[config.mk]
export PLATFORM = sky130hd
export DESIGN_NAME = tic_cache
export DESIGN_NICKNAME = d
export VERILOG_FILES = /design/src/rtl/tic_pkg.sv /design/src/rtl/tic_lookup.sv /design/src/rtl/tic_fill.sv /design/src/rtl/tic_stream.sv /design/src/rtl/tic_cache.sv
export SDC_FILE = /design/constraint.sdc
export NUM_CORES = 2
export LEC_CHECK = 0
export ABC_CLOCK_PERIOD_IN_PS = 8900
export BUFFER_PORTS_ARGS = -buffer_cell sky130_fd_sc_hd__clkbuf_2
export CAP_MARGIN = 0
export CORE_MARGIN = 2
export CORE_UTILIZATION = 67
export CTS_CLUSTER_SIZE = 14
export DETAILED_ROUTE_END_ITERATION = 16
export GPL_TIMING_DRIVEN = 0
export PLACE_DENSITY = 0.83
export SETUP_SLACK_MARGIN = 0.1
export SYNTH_ARGS = -nofsm -noshare
export SYNTH_HDL_FRONTEND = slang
export SYNTH_HIERARCHICAL = 1
export SYNTH_SLANG_ARGS = --single-unit
export TNS_END_PERCENT = 100
[constraint.sdc]
create_clock -name clk -period 8.9 [get_ports clk]
set_input_delay 1.78 -clock clk [delete_from_list [all_inputs] [get_ports clk]]
set_output_delay 1.78 -clock clk [all_outputs]
set_load 0.02 [all_outputs]
[src/rtl/tic_pkg.sv]
package tic_pkg;
   typedef enum logic {
      FS_IDLE = 1'b0,
      FS_OPEN = 1'b1
   } fill_st_e;

   function automatic int cnt_bits(input int words);
      return $clog2(words + 1);
   endfunction
endpackage

[src/rtl/tic_lookup.sv]
module tic_lookup #(
   parameter int LINES = 8,
   parameter int KEY_W = 32,
   localparam int LW = $clog2(LINES)
) (
   input  logic [LINES-1:0][KEY_W-1:0] keys,
   input  logic [LINES-1:0]            valid,
   input  logic [KEY_W-1:0]            key,
   output logic [LINES-1:0]            match_vec,
   output logic                        any_match,
   output logic [LW-1:0]               match_idx
);
   for (genvar g = 0; g < LINES; g++) begin : g_cmp
      assign match_vec[g] = valid[g] && (keys[g] == key);
   end

   assign any_match = |match_vec;

   always_comb begin
      match_idx = '0;
      for (int i = LINES - 1; i >= 0; i--) begin
         if (match_vec[i]) match_idx = LW'(i);
      end
   end
endmodule

[src/rtl/tic_fill.sv]
module tic_fill import tic_pkg::*; #(
   parameter int LINES  = 8,
   parameter int WORDS  = 4,
   parameter int INSN_W = 32,
   parameter int KEY_W  = 32,
   localparam int LW = $clog2(LINES),
   localparam int SW = $clog2(WORDS),
   localparam int CW = cnt_bits(WORDS)
) (
   input  logic              clk,
   input  logic              rst_n,
   input  logic              flush,
   input  logic              cof,
   input  logic [KEY_W-1:0]  cof_key,
   input  logic              hit,
   input  logic              inhibit,
   input  logic              ftch_valid,
   input  logic [INSN_W-1:0] ftch_data,
   output logic              wr_en,
   output logic [LW-1:0]     wr_line,
   output logic [SW-1:0]     wr_slot,
   output logic [INSN_W-1:0] wr_data,
   output logic              open_en,
   output logic [LW-1:0]     open_line,
   output logic              close_en,
   output logic              close_ok,
   output logic [LW-1:0]     close_line,
   output logic [CW-1:0]     close_cnt
);
   fill_st_e            st_q;
   logic [LW-1:0]       line_q;
   logic [KEY_W-1:0]    key_q;
   logic [CW-1:0]       cnt_q;
   logic                stg_v_q;
   logic [INSN_W-1:0]   stg_d_q;
   logic [LW-1:0]       fifo_q;

   logic          is_open;
   logic          cof_act;
   logic [CW-1:0] eff;
   logic          dup;
   logic          reuse;
   logic          full_now;
   logic          capture;

   always_comb begin
      is_open  = (st_q == FS_OPEN);
      cof_act  = cof && !flush;
      eff      = cnt_q + CW'(stg_v_q);
      dup      = is_open && (eff >= CW'(2)) && (cof_key == key_q);
      reuse    = is_open && (eff == '0);
      wr_en    = is_open && stg_v_q && !flush;
      wr_line  = line_q;
      wr_slot  = cnt_q[SW-1:0];
      wr_data  = stg_d_q;
      full_now = wr_en && (cnt_q + CW'(1) == CW'(WORDS));
      open_en  = cof_act && !inhibit && !hit && !dup;
      open_line = reuse ? line_q : fifo_q;
      close_line = line_q;
      close_cnt  = eff;
      if (cof_act) begin
         close_en = is_open && (eff != '0);
         close_ok = (eff >= CW'(2));
      end else begin
         close_en = full_now;
         close_ok = 1'b1;
      end
      capture = is_open && ftch_valid && (eff < CW'(WORDS));
   end

   always_ff @(posedge clk or negedge rst_n) begin
      if (!rst_n) begin
         st_q    <= FS_IDLE;
         line_q  <= '0;
         key_q   <= '0;
         cnt_q   <= '0;
         stg_v_q <= 1'b0;
         stg_d_q <= '0;
         fifo_q  <= '0;
      end else if (flush) begin
         st_q    <= FS_IDLE;
         cnt_q   <= '0;
         stg_v_q <= 1'b0;
         fifo_q  <= '0;
      end else if (cof_act) begin
         st_q    <= open_en ? FS_OPEN : FS_IDLE;
         line_q  <= open_line;
         key_q   <= cof_key;
         cnt_q   <= '0;
         stg_v_q <= 1'b0;
         if (open_en && !reuse) fifo_q <= fifo_q + LW'(1);
      end else begin
         if (wr_en) cnt_q <= cnt_q + CW'(1);
         if (full_now) st_q <= FS_IDLE;
         stg_v_q <= capture;
         if (capture) stg_d_q <= ftch_data;
      end
   end
endmodule

[src/rtl/tic_stream.sv]
module tic_stream import tic_pkg::*; #(
   parameter int LINES = 8,
   parameter int WORDS = 4,
   localparam int LW = $clog2(LINES),
   localparam int SW = $clog2(WORDS),
   localparam int CW = cnt_bits(WORDS)
) (
   input  logic          clk,
   input  logic          rst_n,
   input  logic          flush,
   input  logic          cof,
   input  logic          hit,
   input  logic [LW-1:0] hit_line,
   input  logic [CW-1:0] hit_len,
   output logic          hit_o,
   output logic          miss_o,
   output logic          act_o,
   output logic [LW-1:0] line_o,
   output logic [SW-1:0] ptr_o,
   output logic          last_o
);
   logic [CW-1:0] len_q;

   assign last_o = act_o && ((CW'(ptr_o) + CW'(1)) == len_q);

   always_ff @(posedge clk or negedge rst_n) begin
      if (!rst_n) begin
         hit_o  <= 1'b0;
         miss_o <= 1'b0;
         act_o  <= 1'b0;
         line_o <= '0;
         ptr_o  <= '0;
         len_q  <= '0;
      end else if (flush) begin
         hit_o  <= 1'b0;
         miss_o <= 1'b0;
         act_o  <= 1'b0;
         ptr_o  <= '0;
      end else if (cof) begin
         hit_o  <= hit;
         miss_o <= !hit;
         act_o  <= hit;
         line_o <= hit_line;
         ptr_o  <= '0;
         len_q  <= hit_len;
      end else begin
         hit_o  <= 1'b0;
         miss_o <= 1'b0;
         if (act_o) begin
            if (last_o) act_o <= 1'b0;
            else        ptr_o <= ptr_o + SW'(1);
         end
      end
   end
endmodule

[src/rtl/tic_cache.sv]
module tic_cache import tic_pkg::*; #(
   parameter int ADDR_W = 32,
   parameter int INSN_W = 32,
   parameter int LINES  = 8,
   parameter int WORDS  = 4
) (
   input  logic              clk,
   input  logic              rst_n,
   input  logic              flush,
   input  logic              inhibit,
   input  logic              cof_valid,
   input  logic [ADDR_W-1:0] cof_addr,
   input  logic              ftch_valid,
   input  logic [INSN_W-1:0] ftch_insn,
   output logic              hit,
   output logic              miss,
   output logic              stream_valid,
   output logic [INSN_W-1:0] stream_insn,
   output logic              stream_last
);
   localparam int LW = $clog2(LINES);
   localparam int SW = $clog2(WORDS);
   localparam int CW = cnt_bits(WORDS);

   if (LINES < 2 || (LINES & (LINES - 1)) != 0) begin : g_bad_lines
      $error("LINES must be a power of two and at least 2");
   end
   if (WORDS < 2 || (WORDS & (WORDS - 1)) != 0) begin : g_bad_words
      $error("WORDS must be a power of two and at least 2");
   end

   logic [LINES-1:0]              line_valid_q;
   logic [LINES-1:0][ADDR_W-1:0]  line_key_q;
   logic [LINES-1:0][CW-1:0]      line_cnt_q;
   logic [INSN_W-1:0]             mem_q [LINES][WORDS];

   logic [LINES-1:0] match_vec;
   logic             any_match;
   logic [LW-1:0]    match_idx;
   logic             hit_eff;

   logic              wr_en;
   logic [LW-1:0]     wr_line;
   logic [SW-1:0]     wr_slot;
   logic [INSN_W-1:0] wr_data;
   logic              open_en;
   logic [LW-1:0]     open_line;
   logic              close_en;
   logic              close_ok;
   logic [LW-1:0]     close_line;
   logic [CW-1:0]     close_cnt;

   logic          cof_act;
   logic [LW-1:0] str_line;
   logic [SW-1:0] str_ptr;

   assign cof_act = cof_valid && !flush;
   assign hit_eff = any_match && !inhibit;

   tic_lookup #(.LINES(LINES), .KEY_W(ADDR_W)) u_lookup (
      .keys      (line_key_q),
      .valid     (line_valid_q),
      .key       (cof_addr),
      .match_vec (match_vec),
      .any_match (any_match),
      .match_idx (match_idx)
   );

   tic_fill #(.LINES(LINES), .WORDS(WORDS), .INSN_W(INSN_W), .KEY_W(ADDR_W)) u_fill (
      .clk        (clk),
      .rst_n      (rst_n),
      .flush      (flush),
      .cof        (cof_valid),
      .cof_key    (cof_addr),
      .hit        (hit_eff),
      .inhibit    (inhibit),
      .ftch_valid (ftch_valid),
      .ftch_data  (ftch_insn),
      .wr_en      (wr_en),
      .wr_line    (wr_line),
      .wr_slot    (wr_slot),
      .wr_data    (wr_data),
      .open_en    (open_en),
      .open_line  (open_line),
      .close_en   (close_en),
      .close_ok   (close_ok),
      .close_line (close_line),
      .close_cnt  (close_cnt)
   );

   tic_stream #(.LINES(LINES), .WORDS(WORDS)) u_stream (
      .clk      (clk),
      .rst_n    (rst_n),
      .flush    (flush),
      .cof      (cof_act),
      .hit      (hit_eff),
      .hit_line (match_idx),
      .hit_len  (line_cnt_q[match_idx]),
      .hit_o    (hit),
      .miss_o   (miss),
      .act_o    (stream_valid),
      .line_o   (str_line),
      .ptr_o    (str_ptr),
      .last_o   (stream_last)
   );

   always_ff @(posedge clk or negedge rst_n) begin
      if (!rst_n) begin
         line_valid_q <= '0;
         line_key_q   <= '0;
         line_cnt_q   <= '0;
      end else if (flush) begin
         line_valid_q <= '0;
      end else begin
         for (int i = 0; i < LINES; i++) begin
            if (close_en && close_line == LW'(i)) begin
               line_valid_q[i] <= close_ok;
               line_cnt_q[i]   <= close_cnt;
            end
            if (open_en && open_line == LW'(i)) begin
               line_valid_q[i] <= 1'b0;
               line_key_q[i]   <= cof_addr;
            end
         end
      end
   end

   always_ff @(posedge clk) begin
      if (wr_en) mem_q[wr_line][wr_slot] <= wr_data;
   end

   assign stream_insn = stream_valid ? mem_q[str_line][str_ptr] : '0;
endmodule

==> results.yml <==
status:
  status: "finished clean"
critical_path:
  cp-endpoint: "line_key_q[77]"
  timing.rr.end: "line_key_q[77]"
  crit_start: "cof_addr[20]"
  cp-end-kind: "flip-flop"
  required_ns: 9.52
  worstPathArrival_ns: 7.40
  crit_slowest_cell: "nor4_1"
  r2r-start: "line_key_q[78]"
  worst-setup-path-type: "input pin to flip-flop"
  worstPathCellList: "clkbuf_2 > buf_2 > xor2_1 > nor4_1 > nand4_1 > nor3_1 > or2_1 > nor3_1 > nand3_1 > nor2b_1 > or2_2 > a31oi_1 > and2_4 > nor2b_1 > and2b_1 > nand2_1 > buf_2 > mux2_2"
  critPathLaunchType: "input pin"
  critPathMaxFanout: 11
  critical-path-max-stage-delay_ns: 0.72
  reg2regPathDepth: 15
  rrSetupSlack_ns: 3.53
clocking:
  worstSkewPairLatency_ns: 0.76
  clockBufferDepth: 3
  numCtsBuffers: 140
  clock_sinks: 1398
  cts_tree: "yes"
  cts_root_buf: "clkbuf_16"
  hold_buffers: 0
  clk_pin_slew_ns: 0.06
  cts_setup_buffers: 0
  cts-htree-levels: 4
  ctsResizeCount: 0
synthesis:
  yosysMostFrequentCell: "edfxtp_1"
  postSynth.asyncResetShare_pct: 26.75
  syn_avg_cell_area_um2: 18.75
  syn-num-nets: 3132
  syn_area_um2: 57290
  synth_top_flop_cell: "edfxtp_1"
  synth_cell_types: 62
  ys_seq_elements: 1398
  synth_warnings: 6
  netlist_instances: 3056
  synth_largest_area_cell: "edfxtp_1"
  synth_top_area_share_pct: 53.68
  synthTopCellsByArea: "edfxtp_1 54%, dfrtp_1 16%, mux4_2 9.0%"
  ys_top_cells_by_count: "1,024 x edfxtp_1, 418 x mux2_2, 374 x dfrtp_1, 242 x xor2_1, 230 x mux4_2"
  synth_edf_count: 1024
  seq_area_frac_synth_pct: 70.01
pwr:
  leakage_nw: 23.46
  seq_power_share_pct: 55.6
  p_clk_share_pct: 40.8
  power_density_nw_per_um2: 219.8
  switching_share_pct: 23.08
  ir_worst_vdd_mv: 0.1988
  p_switching_mw: 3.281
  p_comb_share_pct: 3.6
  power.internal_mw: 10.94
sta:
  rsz0062_at_grt: "no"
  slew_headroom_pct: 6.975
  period_share_pct: 76.20
  fmax_mhz: 147.5
  setup_viol: 0
  drv_slew: 0
  hold_ws_ns: 0.5038
  worst_slew_pin_slew_ns: 1.395
  hold_viol_final: 0
  finClkSkew_ns: 0.03024
  tns_ns: 0
  fin_crit_ns: 6.781
global_route:
  antenna_found_initial: 3
  grtUsageMet3_pct: 8.234
  grt_pass1_wl_um: 239300
  grt.met1_usage_pct: 47.72
  grt_pass1_vias: 33973
  grtUsageMet2_pct: 62.85
  grtUsageTotal_pct: 39.47
  grt_start_max_net_pins: 109
  grt_overflow: 0
  grt_busiest_layer: "met2"
place:
  port_buffers: 105
  hpwlAfterDp_um: 102100
  finalWeightedCongestion: 0.9343
floorplanning:
  die_x_um: 296.4
  dieHeight_um: 296.4
  die-area_um2: 87860
  core_area_um2: 85010
  num_io_pins: 106
  rows: 107
  start_util_pct: 67.39
route:
  detail-route-antenna-nets: 0
  drc: 0
  wirelength_um: 169300
  routed_via_density: 7.144
  wl_per_cell_um: 36.83
  vias: 32840
  dr.pass1.iters: 8
  drt_iter0_markers: 5166
worst_hold_path:
  hold_class: "flip-flop to flip-flop"
finish:
  layout-drive-gt1-share_pct: 33.52
  final_nets: 3414
  syn_to_final_growth_pct: 12.92
job:
  maxCapViolCount: 0
-- worst min-delay path by stage --
stage | startpoint | end | slack [ns] | depth (start not counted)
final | line_key_q[200] | line_key_q[200] | 0.50 | 1
after global routing | line_cnt_q[17] | line_cnt_q[17] | 0.53 | 1
after CTS | line_cnt_q[17] | line_cnt_q[17] | 0.51 | 1
after detailed placement | line_key_q[104] | line_key_q[104] | 0.50 | 1
after global placement | u_fill/fifo_q[2] | u_fill/fifo_q[2] | 0.48 | 1
after floorplan | u_fill/fifo_q[2] | u_fill/fifo_q[2] | 0.46 | 1
-- registers in the layout, indices dropped and copies added, names as in the netlist, 8 cells and up --
signal and cells:
u_fill/wr_data 32, line_cnt_q 24, u_fill/key_q 32, line_key_q 256, mem_q 1024, line_valid_q 8
-- cells in the final DEF, fill, tap and decap left out, drive strengths merged, types with 4 or more instances in the layout --
cell type / Yosys / layout
edfxtp: 1024 / 1024
mux2: 424 / 424
dfrtp: 374 / 374
clkbuf: 51 / 357
xor2: 248 / 248
mux4: 230 / 230
buf: 127 / 162
mux2i: 75 / 75
nor2: 58 / 58
nor4: 57 / 57
xnor2: 43 / 43
clkinv: 0 / 39
a31oi: 34 / 34
a22oi: 32 / 32
o221ai: 32 / 32
nand2: 32 / 32
o21ai: 27 / 27
a221oi: 26 / 26
nor3: 22 / 22
nand3: 22 / 22
nand4: 17 / 17
inv: 9 / 17
nor2b: 15 / 15
nand2b: 8 / 8
o2111ai: 8 / 8
nand3b: 8 / 8
bufinv: 0 / 7
ha: 6 / 6
a21oi: 5 / 5
or3: 4 / 4
a211oi: 4 / 4
a311oi: 4 / 4
and2: 4 / 4
or2: 4 / 4
-- routing by layer --
layer | wire [um] | vias up
met1 | 54630 | 16682
met4 | 15990 | 4
met5 | 28 | -
li1 | - | 12646
met2 | 80990 | 2779
met3 | 17680 | 729
-- kinds of logic (layout without fill, tap and decap cells) --
group / Yosys count / after routing / share of synthesized area (%)
flip-flops: 1398 / 1398 / 70.01
multiplexers: 729 / 729 / 18.69
XOR/XNOR: 291 / 291 / 4.528
AND/OR/NAND/NOR: 265 / 265 / 2.507
buffers and inverters: 187 / 583 / 1.819
AO/OA/AOI/OAI: 180 / 180 / 2.313
adder cells (fa/ha/maj): 6 / 6 / 0.1310
other: 0 / 1 / 0
-- final cells by class --
class	count	area, um^2
multi-input combinational	1471	16380
clock buffer	201	3875
fill	4425	20330
clock inverter	55	548.0
antenna	1	2.502
buffer	178	1008
timing repair buffer	140	1303
sequential	1398	40110
inverter	9	33.78
tap	1144	1431
-- critical path: cells and delay by family --
| family | cells | cell delay (ns) |
|---|---|---|
| AO/OA/AOI/OAI | 1 | 0.15 |
| XOR/XNOR | 1 | 0.12 |
| buffers and inverters | 3 | 1.31 |
| multiplexers | 1 | 0.39 |
| AND/OR/NAND/NOR | 12 | 3.61 |
-- power groups by stage --
stage / clock network, mW / logic, mW / registers [mW]
2_1_floorplan: 0 / 0.308 / 7.81
3_3_place_gp: 0 / 0.474 / 7.95
3_5_place_dp: 0 / 0.499 / 8.01
4_1_cts: 5.79 / 0.507 / 7.88
5_1_grt: 6.03 / 0.544 / 7.93
6_report: 5.80 / 0.513 / 7.91
-- per-stage QoR --
stage                     power, mW  worst slack (ns)  instances  cell area (um^2)  utilization (%)
after global routing          14.51             2.064       4596             64680            76.09
final                         14.22             2.119       4597             64690            76.09
after floorplan               8.114             3.791       3056             57290                -
after global placement        8.428            -1.963       4305             59240            69.69
after CTS                     14.18             2.260       4596             64680            76.09
after detailed placement      8.508             1.502       4340             60260            70.88
(Power assumes the default switching activity.)
